--- config.mk ---
export PLATFORM = sky130hd
export DESIGN_NAME = bus_tenure_ctl
export DESIGN_NICKNAME = d
export VERILOG_FILES = /design/src/rtl/bten_pkg.sv /design/src/rtl/bten_watch.sv /design/src/rtl/bten_bbdrv.sv /design/src/rtl/bten_fsm.sv /design/src/rtl/bus_tenure_ctl.sv
export SDC_FILE = /design/constraint.sdc
export NUM_CORES = 1
export LEC_CHECK = 0
export BUFFER_PORTS_ARGS = -buffer_cell sky130_fd_sc_hd__buf_2
export CELL_PAD_IN_SITES_DETAIL_PLACEMENT = 0
export CELL_PAD_IN_SITES_GLOBAL_PLACEMENT = 1
export CORE_AREA = 2 2 39 41
export CTS_CLUSTER_DIAMETER = 40
export DETAILED_ROUTE_END_ITERATION = 8
export DIE_AREA = 0 0 41 43
export GPL_ROUTABILITY_DRIVEN = 1
export PLACE_DENSITY_LB_ADDON = 0.1
export SLEW_MARGIN = 20
export SYNTH_ARGS = -nofsm -noshare
export SYNTH_HDL_FRONTEND = slang
export SYNTH_SLANG_ARGS = --single-unit
--- constraint.sdc ---
create_clock -name clk -period 3.5 [get_ports clk]
set_input_delay 0.35 -clock clk [delete_from_list [all_inputs] [get_ports clk]]
set_output_delay 0.35 -clock clk [all_outputs]
set_load 0.01 [all_outputs]
--- src/rtl/bten_pkg.sv ---
package bten_pkg;
  typedef enum logic [2:0] {
    ST_RST    = 3'd0,
    ST_AM_IMP = 3'd1,
    ST_AM_EXP = 3'd2,
    ST_SNOOP  = 3'd3,
    ST_IMP    = 3'd4,
    ST_EXP    = 3'd5,
    ST_END    = 3'd6
  } tenure_e;
  localparam int unsigned ST_W = 3;
endpackage

--- src/rtl/bten_watch.sv ---
module bten_watch #(
  parameter bit USE_BB_EDGE = 1'b1
) (
  input  logic clk,
  input  logic rst_n,
  input  logic ts_in,
  input  logic bb_in,
  input  logic tt_in,
  input  logic own,
  output logic fpend,
  output logic tchg
);
  logic bb_q;
  logic fpend_nxt;

  always_ff @(posedge clk or negedge rst_n) begin
    if (!rst_n) bb_q <= 1'b0;
    else        bb_q <= bb_in;
  end

  generate
    if (USE_BB_EDGE) begin : g_edge
      assign tchg = tt_in | (bb_q & ~bb_in);
    end else begin : g_tt_only
      logic unused_bbq;
      assign unused_bbq = bb_q;
      assign tchg = tt_in;
    end
  endgenerate

  // A new foreign start outranks a tenure change seen in the same clock.
  always_comb begin
    fpend_nxt = fpend;
    if (ts_in && !own) fpend_nxt = 1'b1;
    else if (tchg)     fpend_nxt = 1'b0;
  end

  always_ff @(posedge clk or negedge rst_n) begin
    if (!rst_n) fpend <= 1'b0;
    else        fpend <= fpend_nxt;
  end

  AST_FPEND_SET: assert property (@(posedge clk) disable iff (!rst_n)
    (ts_in && !own) |=> fpend);
endmodule

--- src/rtl/bten_bbdrv.sv ---
module bten_bbdrv
  import bten_pkg::*;
(
  input  logic    clk,
  input  logic    rst_n,
  input  tenure_e cur,
  output logic    bb_out,
  output logic    bb_oe,
  output logic    own
);
  always_comb begin
    bb_out = 1'b0;
    bb_oe  = 1'b0;
    own    = 1'b0;
    unique case (cur)
      ST_EXP:  begin bb_out = 1'b1; bb_oe = 1'b1; own = 1'b1; end
      ST_END:  begin bb_out = 1'b0; bb_oe = 1'b1; own = 1'b1; end
      ST_IMP:  own = 1'b1;
      default: ;
    endcase
  end

  AST_BB_NEG_THEN_FLOAT: assert property (@(posedge clk) disable iff (!rst_n)
    (bb_oe && !bb_out) |=> !bb_oe);
  AST_BB_NO_DIRECT_FLOAT: assert property (@(posedge clk) disable iff (!rst_n)
    (bb_oe && bb_out) |=> bb_oe);
endmodule

--- src/rtl/bten_fsm.sv ---
module bten_fsm
  import bten_pkg::*;
(
  input  logic    clk,
  input  logic    rst_n,
  input  logic    hold_rst,
  input  logic    grant,
  input  logic    ts_in,
  input  logic    xfer_req,
  input  logic    xfer_done,
  input  logic    snoop_hit,
  input  logic    fpend,
  input  logic    tchg,
  output tenure_e cur,
  output logic    ts_out
);
  tenure_e nxt;
  logic    ts_nxt;

  always_comb begin
    nxt = cur;
    unique case (cur)
      ST_RST: begin
        if (!hold_rst) begin
          if (fpend)      nxt = ST_AM_EXP;
          else if (grant) nxt = ST_IMP;
          else            nxt = ST_AM_IMP;
        end
      end
      ST_AM_IMP: begin
        if (hold_rst)               nxt = ST_RST;
        else if (ts_in)             nxt = ST_AM_EXP;
        else if (grant && !fpend)   nxt = ST_IMP;
      end
      ST_AM_EXP: begin
        if (hold_rst)       nxt = ST_RST;
        else if (snoop_hit) nxt = ST_SNOOP;
        else if (tchg)      nxt = grant ? ST_IMP : ST_AM_IMP;
      end
      ST_SNOOP: begin
        if (hold_rst)        nxt = ST_RST;
        else if (!snoop_hit) nxt = ST_AM_EXP;
      end
      ST_IMP: begin
        if (hold_rst)      nxt = ST_RST;
        else if (!grant)   nxt = ts_in ? ST_AM_EXP : ST_AM_IMP;
        else if (xfer_req) nxt = ST_EXP;
      end
      ST_EXP: begin
        if (hold_rst)                                nxt = ST_END;
        else if (xfer_done && (!grant || !xfer_req)) nxt = ST_END;
      end
      ST_END: begin
        if (hold_rst)   nxt = ST_RST;
        else if (grant) nxt = ST_IMP;
        else            nxt = ST_AM_IMP;
      end
      default: nxt = ST_RST;
    endcase
  end

  assign ts_nxt = (cur == ST_IMP) && (nxt == ST_EXP);

  always_ff @(posedge clk or negedge rst_n) begin
    if (!rst_n) begin
      cur    <= ST_RST;
      ts_out <= 1'b0;
    end else begin
      cur    <= nxt;
      ts_out <= ts_nxt;
    end
  end

  AST_EXP_VIA_END: assert property (@(posedge clk) disable iff (!rst_n)
    (cur == ST_EXP && hold_rst) |=> (cur == ST_END));
  AST_HOLD_TO_RST: assert property (@(posedge clk) disable iff (!rst_n)
    (hold_rst && cur != ST_EXP && cur != ST_END) |=> (cur == ST_RST));
  AST_END_ONE_CYCLE: assert property (@(posedge clk) disable iff (!rst_n)
    (cur == ST_END) |=> (cur != ST_END));
  AST_NO_GRAB_PENDING: assert property (@(posedge clk) disable iff (!rst_n)
    (cur == ST_AM_IMP && fpend) |=> (cur != ST_IMP));
  AST_TS_SINGLE: assert property (@(posedge clk) disable iff (!rst_n)
    ts_out |=> !ts_out);
  AST_TS_IN_EXP: assert property (@(posedge clk) disable iff (!rst_n)
    ts_out |-> (cur == ST_EXP));
endmodule

--- src/rtl/bus_tenure_ctl.sv ---
module bus_tenure_ctl
  import bten_pkg::*;
#(
  parameter bit USE_BB_EDGE = 1'b1
) (
  input  logic            clk,
  input  logic            rst_n,
  input  logic            hold_rst,
  input  logic            grant,
  input  logic            ts_in,
  input  logic            bb_in,
  input  logic            tt_in,
  input  logic            xfer_req,
  input  logic            xfer_done,
  input  logic            snoop_hit,
  output logic            bb_out,
  output logic            bb_oe,
  output logic            ts_out,
  output logic            own,
  output logic [ST_W-1:0] tenure_state
);
  tenure_e cur;
  logic    fpend;
  logic    tchg;

  bten_watch #(.USE_BB_EDGE(USE_BB_EDGE)) u_watch (
    .clk(clk), .rst_n(rst_n), .ts_in(ts_in), .bb_in(bb_in), .tt_in(tt_in),
    .own(own), .fpend(fpend), .tchg(tchg)
  );

  bten_fsm u_fsm (
    .clk(clk), .rst_n(rst_n), .hold_rst(hold_rst), .grant(grant),
    .ts_in(ts_in), .xfer_req(xfer_req), .xfer_done(xfer_done),
    .snoop_hit(snoop_hit), .fpend(fpend), .tchg(tchg),
    .cur(cur), .ts_out(ts_out)
  );

  bten_bbdrv u_bb (
    .clk(clk), .rst_n(rst_n), .cur(cur),
    .bb_out(bb_out), .bb_oe(bb_oe), .own(own)
  );

  assign tenure_state = cur;

  AST_OWN_MATCHES_OE: assert property (@(posedge clk) disable iff (!rst_n)
    bb_oe |-> own);
endmodule

======== Word level (Yosys, flattened, before mapping) ========
Index checks and enable logic that the tools add are counted.
storage, ports and cells
  output and inout port bits .............. 7
  word-level logic and storage cells ...... 51
  register bits ........................... 6
  input bits .............................. 10
cells by class
  reduce and logical (&&, ||, !) cells .... 13
  equality and inequality tests ........... 7
  bitwise logic cells ..................... 3
  mux-type cells .......................... 24
operator list
  kind                                                             number
  3-bit 2-to-1 mux                                                 17
  3-bit one-hot mux with 7 select lines                            1
  3-bit == test, second input constant                             4
  3-bit by 2-bit == test with 1-bit output, second input constant  2
  1-bit 2-to-1 mux                                                 5
  1-bit logical AND                                                4
  1-bit zero test                                                  4
  3-bit by 1-bit == test with 1-bit output, second input constant  1
  3-bit zero test                                                  1
  3-bit OR reduction                                               1
  2-bit 2-to-1 mux                                                 1
  2-bit nonzero test                                               1
  2-bit OR reduction                                               1
  1-bit AND                                                        1
  1-bit logical OR                                                 1
  1-bit inverter                                                   1
  1-bit OR                                                         1

======== Logic depth before layout (Yosys ltp) ========
Gate-level depths: netlist (run 1).
  word-level depth ........................ 9
  depth in mapped cells ................... 5
  gate-level depth less buffers ........... 4

======== By module ========
Synthesis (run 1) repeated with hierarchy kept, for this count alone.
second synthesis, totals
  cells, all modules ...................... 53
  area, all modules ....................... 489.2 um^2
by module, submodules not included
  module      cells an instance  times used  seq. area each (um^2)  area each (um^2)
  bten_fsm    41                 1           100.1                  365.4
  bten_watch  7                  1           50.0                   93.8
  bten_bbdrv  5                  1           0.0                    30.0

======== Worst setup path before layout (run 1) ========
OpenSTA, ideal clock, no wires.
  path type ............................... register -> output
  start point ............................. reg u_fsm.cur[1]
  end point ............................... out bb_oe
  cell stages (with the launch flop) ...... 4
  data arrival time ....................... 0.978 ns
  required time ........................... 3.150 ns
  buffers on the path ..................... 1
  path slack .............................. 2.172 ns
  cell sequence ........................... dfrtp_1 clkbuf_1 nand2b_1 a21oi_1
between the ends
  word-level cells in the longest chain between the ends .. 3
  elaborated cells on any way between the ends .. 4
  those cells by class .................... eq/ne (2); mux (1); reduce/logical (1)
ends and longest elaborated chain
  what                              RTL line              source
  from (decl)                       bten_fsm.sv:14        output tenure_e cur,
  from (signal assigned)            bten_fsm.sv:69        cur <= nxt;
  3-bit == test                     bten_bbdrv.sv:15      unique case (cur)
  2-bit OR reduction (no line) (*)  n/a
  1-bit 2-to-1 mux (*)              bten_bbdrv.sv:15
  to (decl)                         bus_tenure_ctl.sv:17  output logic bb_oe,
Every way passes the cells marked *; elsewhere a longest branch is shown, timed or not.

======== Final worst setup path (run 1) ========
Ends and elaborated chain as after synthesis.

==> results of run 1 <==
-- cells in the mapped netlist (all sizes together) --
cell type  n  area [um^2]
nor4       2         12.5
a22oi      2         15.0
a221oi     1         8.76
nand2      4         15.0
a2111oi    1         8.76
a311oi     2         17.5
nor2b      2         12.5
o311a      1         11.3
o211ai     1         7.51
or2b       1         7.51
a21o       1         7.51
clkbuf     1         3.75
nand2b     3         18.8
buf        1         5.00
o22ai      1         6.26
a21oi      4         20.0
a21bo      1         10.0
dfrtp      6          150
o32ai      2         17.5
nor2       4         15.0
o21ai      4         20.0
inv        4         15.0
-- per-stage QoR --
stage / hold WS, ns / util, % / setup WS, ns
2_1_floorplan: 0.0544 / - / 2.17
3_3_place_gp: 0.182 / 35.9 / 2.05
3_5_place_dp: 0.185 / 35.9 / 2.11
4_1_cts: 0.227 / 38.2 / 1.84
5_1_grt: 0.223 / 38.2 / 1.75
6_report: 0.235 / 38.2 / 1.85
-- report_power, final --
part | switching (mW) | internal (mW) | total (mW)
clock | 0.0238 | 0.0387 | 0.0625
combinational | 0.0649 | 0.0609 | 0.126
sequential | 0.0436 | 0.0848 | 0.128
-- final timing paths --
path                       cells past startpoint             to  slack, ns
max                                            3          bb_oe       1.85
min                                            1   u_watch.bb_q       0.24
max reg2reg                                    4   u_fsm.cur[0]       2.12
min reg2reg                                    2  u_watch.fpend       0.64
max in group asynchronous                      2  u_watch.fpend       2.88
min in group asynchronous                      2   u_fsm.cur[2]       0.47
-- registers in the layout, summed over array words and instances, names as in the netlist --
name and flops:
u_fsm.ts_out 1, u_watch.fpend 1, u_fsm.cur 3, u_watch.bb_q 1
-- metal layers --
metal	track usage, %	part of all wire (%)	vias to the layer above
met5	0	0	-
met4	10.0	0.75	0
met3	1.57	5.9	2
met2	18.4	47	14
met1	17.8	46	201
li1	-	-	221
-- area by class of cell --
cell class,count,area [um^2]
flip-flops and latches,6,150
fillers,146,855
clock buffers,3,22.5
well taps,16,20.0
inverters,4,15.0
multi-input cells,37,231
repair buffers,17,90.1
-- kinds of logic after synthesis --
| group | count (synthesis) | synth area share (%) |
|---|---|---|
| compound gates | 21 | 37.0 |
| buf+inv | 6 | 5.86 |
| simple gates | 16 | 20.1 |
| flops | 6 | 37.0 |
==> impl_metrics.yaml, run 1 <==
final_layout:
  final_nets: 79
  drive_gt1_share_pct: 32.8
  layout.cells.non_filler: 83
  areaGrowthSynthToFinish_pct: 30.6
  final_area_um2: 529
  antenna_cells: 0
  layout_commonest_cell: "buf_2"
  final_cell_mix: "buf_2 (16), dfrtp_1 (6)"
routing:
  drc_errors: 0
  wire_per_inst_um: 12.8
  drtIter0Drc: 15
  num_vias: 438
  dr.pass1.iters: 4
  post_drt_via_cell_ratio: 5.28
  postRouteAntennaNets: 0
  wl_um: 1060
worst_setup_path:
  crit_chain: "nand2b_1, a21oi_1, buf_2"
  path_delay_family: "flip-flops"
  cp_slowest_stage_delay_ns: 0.51
  crit_type: "flip-flop to output port"
  critPathLaunch: "u_fsm.cur[1]"
  path_max_fanout: 14
  startpoint_type: "flip-flop"
  cp-end-kind: "output port"
  reg2reg_from: "u_fsm.cur[1]"
  critical_path_buf_inv_count: 1
  cp.arrival_ns: 1.30
  cp_slowest_cell: "dfrtp_1"
  required_ns: 3.15
global_route:
  grt_pass1_wl_um: 1570
  grt_antenna_before_repair: 0
  grt_usage_pct: 13.3
  grt_overflow: 0
  grt_max_degree: 15
  first_global_vias: 378
yosys:
  syn_nets: 59
  ys_seq_area_share_pct: 37.0
  synth_cell_types: 23
  ys_ff_latch: 6
  synth-warning-count: 0
  syn_area_um2: 405
  syn_avg_cell_area_um2: 8.27
  syn_inst: 49
cts:
  cts_buffer_depth: 2
  cts_tree: "built"
  clkTransAtPathRegs_ns: 0.04
  h-tree-depth: 1
  cts_hold_buf: 1
  clockRootBuffer: "clkbuf_4"
  cts_made_buffers: 3
  cts_setup_buffers: 0
  clkSinkCount: 6
  ctsResizeCount: 0
  clock_latency_ns: 0.24
floorplan:
  io_pins: 17
  core-area_um2: 1380
  dieArea_um2: 1760
  die-height_um: 43
  row_count: 14
  fp.dieW_um: 41
  start_util_pct: 29.3
sta:
  rsz0062_at_grt: "no"
  setup_tns_ns: 0
  relSlewSlack_pct: 73.0
  hold_viol_final: 0
  slew_violations: 0
  fin_crit_ns: 1.65
  period_share_pct: 47.3
  worstMarginPinSlew_ns: 0.405
  finClkSkew_ns: 0.00205
  max_freq_mhz: 605
  setup_violations: 0
power_and_ir_drop:
  power_density_nw_per_um2: 599
  p_leak_nw: 0.261
  finalPower_mw: 0.317
  vdd_drop_max_mv: 0.263
min_path:
  hp-start: "bb_in"
  worst_hold_path_type: "input port to flip-flop"
placement:
  gp_congestion: 0.733
  dp_hpwl_um: 807
  port_buffers: 16
  place_inst: 79
  dpl_cell_area_um2: 497
run_status:
  status: "complete, no violations"
run:
  maxCapViolCount: 0
Note: power is estimated with default switching activity, not from simulation.
==> run 2: changes to the inputs <==
--- a/config.mk
+++ b/config.mk
@@ -5,13 +5,14 @@
 export SDC_FILE = /design/constraint.sdc
 export NUM_CORES = 1
 export LEC_CHECK = 0
+export ABC_AREA = 1
 export BUFFER_PORTS_ARGS = -buffer_cell sky130_fd_sc_hd__buf_2
 export CELL_PAD_IN_SITES_DETAIL_PLACEMENT = 0
 export CELL_PAD_IN_SITES_GLOBAL_PLACEMENT = 1
-export CORE_AREA = 2 2 39 41
+export CORE_MARGIN = 1
+export CORE_UTILIZATION = 29
 export CTS_CLUSTER_DIAMETER = 40
 export DETAILED_ROUTE_END_ITERATION = 8
-export DIE_AREA = 0 0 41 43
 export GPL_ROUTABILITY_DRIVEN = 1
 export PLACE_DENSITY_LB_ADDON = 0.1
 export SLEW_MARGIN = 20
==> constraint.sdc (replaced) <==
create_clock -name clk -period 1.46 [get_ports clk]
set_input_delay 0.146 -clock clk [delete_from_list [all_inputs] [get_ports clk]]
set_output_delay 0.146 -clock clk [all_outputs]
set_load 0.01 [all_outputs]
==> run 2 against run 1 <==
Against the previous run: die area rose by 16%; worst setup slack got worse by 1.7 ns; largest power group is now combinational cells; design area rose by 27%; via count rose by 48%; wire length rose by 35%.
==> impl_metrics.yaml, run 2 <==
routing:
  wire_per_inst_um: 11.0
  drtIter0Drc: 24
  wl_um: 1440
  dr.pass1.iters: 4
  num_vias: 648
  post_drt_via_cell_ratio: 4.95
  drc_errors: 0
  postRouteAntennaNets: 0
cts:
  cts_tree: "built"
  clock_latency_ns: 0.24
  clkTransAtPathRegs_ns: 0.04
  cts_made_buffers: 3
  cts_setup_buffers: 0
  clkSinkCount: 6
  cts_buffer_depth: 2
  h-tree-depth: 1
  clockRootBuffer: "clkbuf_4"
yosys:
  ys_ff_latch: 6
  synth_cell_types: 17
  synth-warning-count: 0
  synth_top_area_share_pct: 27.7
  ys.flop_type: "dfrtp_1"
  syn_nets: 97
  ys_seq_area_share_pct: 27.7
  synth_top_cells_by_area: "dfrtp_1 (28%), nand3_1 (11%), nand2_1 (11%), inv_1 (10%), nor2_1 (7.6%)"
  synth_common_cells: "nand2_1 (16), inv_1 (15), nand3_1 (12), nor2_1 (11), dfrtp_1 (6)"
  syn_inst: 87
  syn_area_um2: 542
  syn_avg_cell_area_um2: 6.23
  synth-edff-count: 0
  synth.most_common_cell: "nand2_1"
  synth_top_cell_by_area: "dfrtp_1"
  async_flop_share_pct: 100
worst_setup_path:
  path_max_fanout: 7
  required_ns: 1.31
  r2r_end: "u_fsm.cur[1]"
  crit_type: "flip-flop to output port"
  cp_slowest_stage_delay_ns: 0.45
  crit_chain: "buf_4, nand3_1, inv_1, buf_2"
  reg2reg_slack_ns: 0.16
  worstSetupEndpoint: "bb_out"
  rr_worst_depth: 7
  critPathLaunch: "u_fsm.cur[0]"
  startpoint_type: "flip-flop"
  cp_slowest_cell: "dfrtp_1"
  cp.arrival_ns: 1.19
  crit_cells: 4
  path_delay_family: "flip-flops"
  critical_path_buf_inv_count: 3
  reg2reg_from: "u_fsm.cur[0]"
  cp-end-kind: "output port"
final_layout:
  areaGrowthSynthToFinish_pct: 24.0
  fillers: 213
  final_nets: 118
  drive_gt1_share_pct: 25.5
  antenna_cells: 0
  largest_reg_flops: 3
  largest-register: "u_fsm.cur"
  final_cell_mix: "nand2_1 (16), buf_2 (16), inv_1 (15)"
  layout.cells.non_filler: 131
power_and_ir_drop:
  power_frac_seq_pct: 31.7
  vdd_drop_max_mv: 0.799
  switching_share_pct: 46.0
  clockPowerShare_pct: 16.2
  p_leak_nw: 0.370
  pwr-share-comb_pct: 52.1
  power_density_nw_per_um2: 1330
  p_sw_mw: 0.410
  intPower_mw: 0.482
sta:
  relSlewSlack_pct: 82.6
  hold_viol_final: 0
  worstMarginPinSlew_ns: 0.259
  fin_crit_ns: 1.34
  setup_violations: 0
  finClkSkew_ns: 0.00430
  period_share_pct: 91.8
  slew_violations: 0
  rsz0062_at_grt: "no"
  max_freq_mhz: 746
  setup_tns_ns: 0
placement:
  gp_congestion: 0.819
  dp_hpwl_um: 1180
  port_buffers: 16
  place_inst: 127
run_status:
  status: "complete, no violations"
floorplan:
  io_pins: 17
  row_count: 15
  fp.dieW_um: 45.2
  die-height_um: 45.2
  core-area_um2: 1750
  start_util_pct: 31.0
  dieArea_um2: 2040
global_route:
  grt_max_degree: 12
  grt_usage_pct: 17.9
  first_global_vias: 594
  grt_antenna_before_repair: 0
  grt_pass1_wl_um: 2520
  grt_overflow: 0
min_path:
  worst_hold_path_type: "input port to flip-flop"
  hp-start: "bb_in"
run:
  maxCapViolCount: 0
run 2: changes by cell type in the layout (fill, tap and decap cells not counted), sizes merged, moves of 4 or more:
cell	previous run	this run
nand3	0	12
inv	4	18
nand4	0	4
nor2	4	12
a21oi	4	0
nand2	4	16
nor3	0	4
run 2: how the worst min path moves through the flow:
stage / end / slack [ns] / depth (start not counted)
floorplan: u_fsm.cur[0] / -0.15 / 0
global placement: u_fsm.cur[2] / -0.03 / 1
detailed placement: u_fsm.cur[2] / -0.03 / 1
CTS: u_watch.bb_q / 0.02 / 1
global route: u_watch.bb_q / 0.03 / 1
finish: u_watch.bb_q / 0.03 / 1
run 2: layer usage:
layer / GRT usage (%) / part of all wire (%) / up-vias
met5: 0 / 0 / -
met4: 9.09 / 3.2 / 0
met3: 5.20 / 5.9 / 6
met2: 25.5 / 45 / 25
met1: 24.3 / 46 / 291
li1: - / - / 326
run 2: kinds of logic (layout without fill, tap and decap cells):
group / count (synthesis) / in the layout / synth area share [%]
AO/OA/AOI/OAI: 11 / 11 / 12.7
AND/OR/NAND/NOR: 49 / 49 / 41.6
flip-flops: 6 / 6 / 27.7
buffers and inverters: 21 / 40 / 18.0
run 2: power by group through the flow:
stage          logic, mW  clock network, mW  registers (mW)
5_1_grt            0.536              0.166           0.292
3_3_place_gp       0.475                  0           0.281
2_1_floorplan      0.334                  0           0.263
4_1_cts            0.466              0.152           0.281
6_report           0.465              0.144           0.283
3_5_place_dp       0.463                  0           0.283
run 2: layout make-up:
class | instances | area, um^2 | share of cell area (%)
multi-input combinational | 60 | 294 | 43.8
sequential | 6 | 151 | 22.5
tap | 25 | 31.3 | 4.66
clock buffer | 3 | 22.5 | 3.35
timing repair buffer | 19 | 105 | 15.6
inverter | 18 | 67.6 | 10.1
run 2: stage by stage:
| step | util (%) | area, um^2 | setup slack, ns | total power [mW] | hold slack [ns] |
|---|---|---|---|---|---|
| finish | 38.5 | 672 | 0.120 | 0.892 | 0.0294 |
| global route | 38.5 | 672 | 0.000382 | 0.994 | 0.0270 |
| CTS | 38.4 | 671 | 0.101 | 0.899 | 0.0232 |
| detailed placement | 36.6 | 638 | 0.108 | 0.746 | -0.0280 |
| global placement | 36.6 | 638 | 0.0415 | 0.756 | -0.0282 |
| floorplan | - | 542 | 0.290 | 0.596 | -0.150 |
run 2: timing repair:
item / 4_1_cts / 5_1_grt
setup endpoints to repair: 0 / 2
endpoints found under the hold margin: 6 / 0
gates resized for setup: 0 / 1
hold buffers: 1 / 0
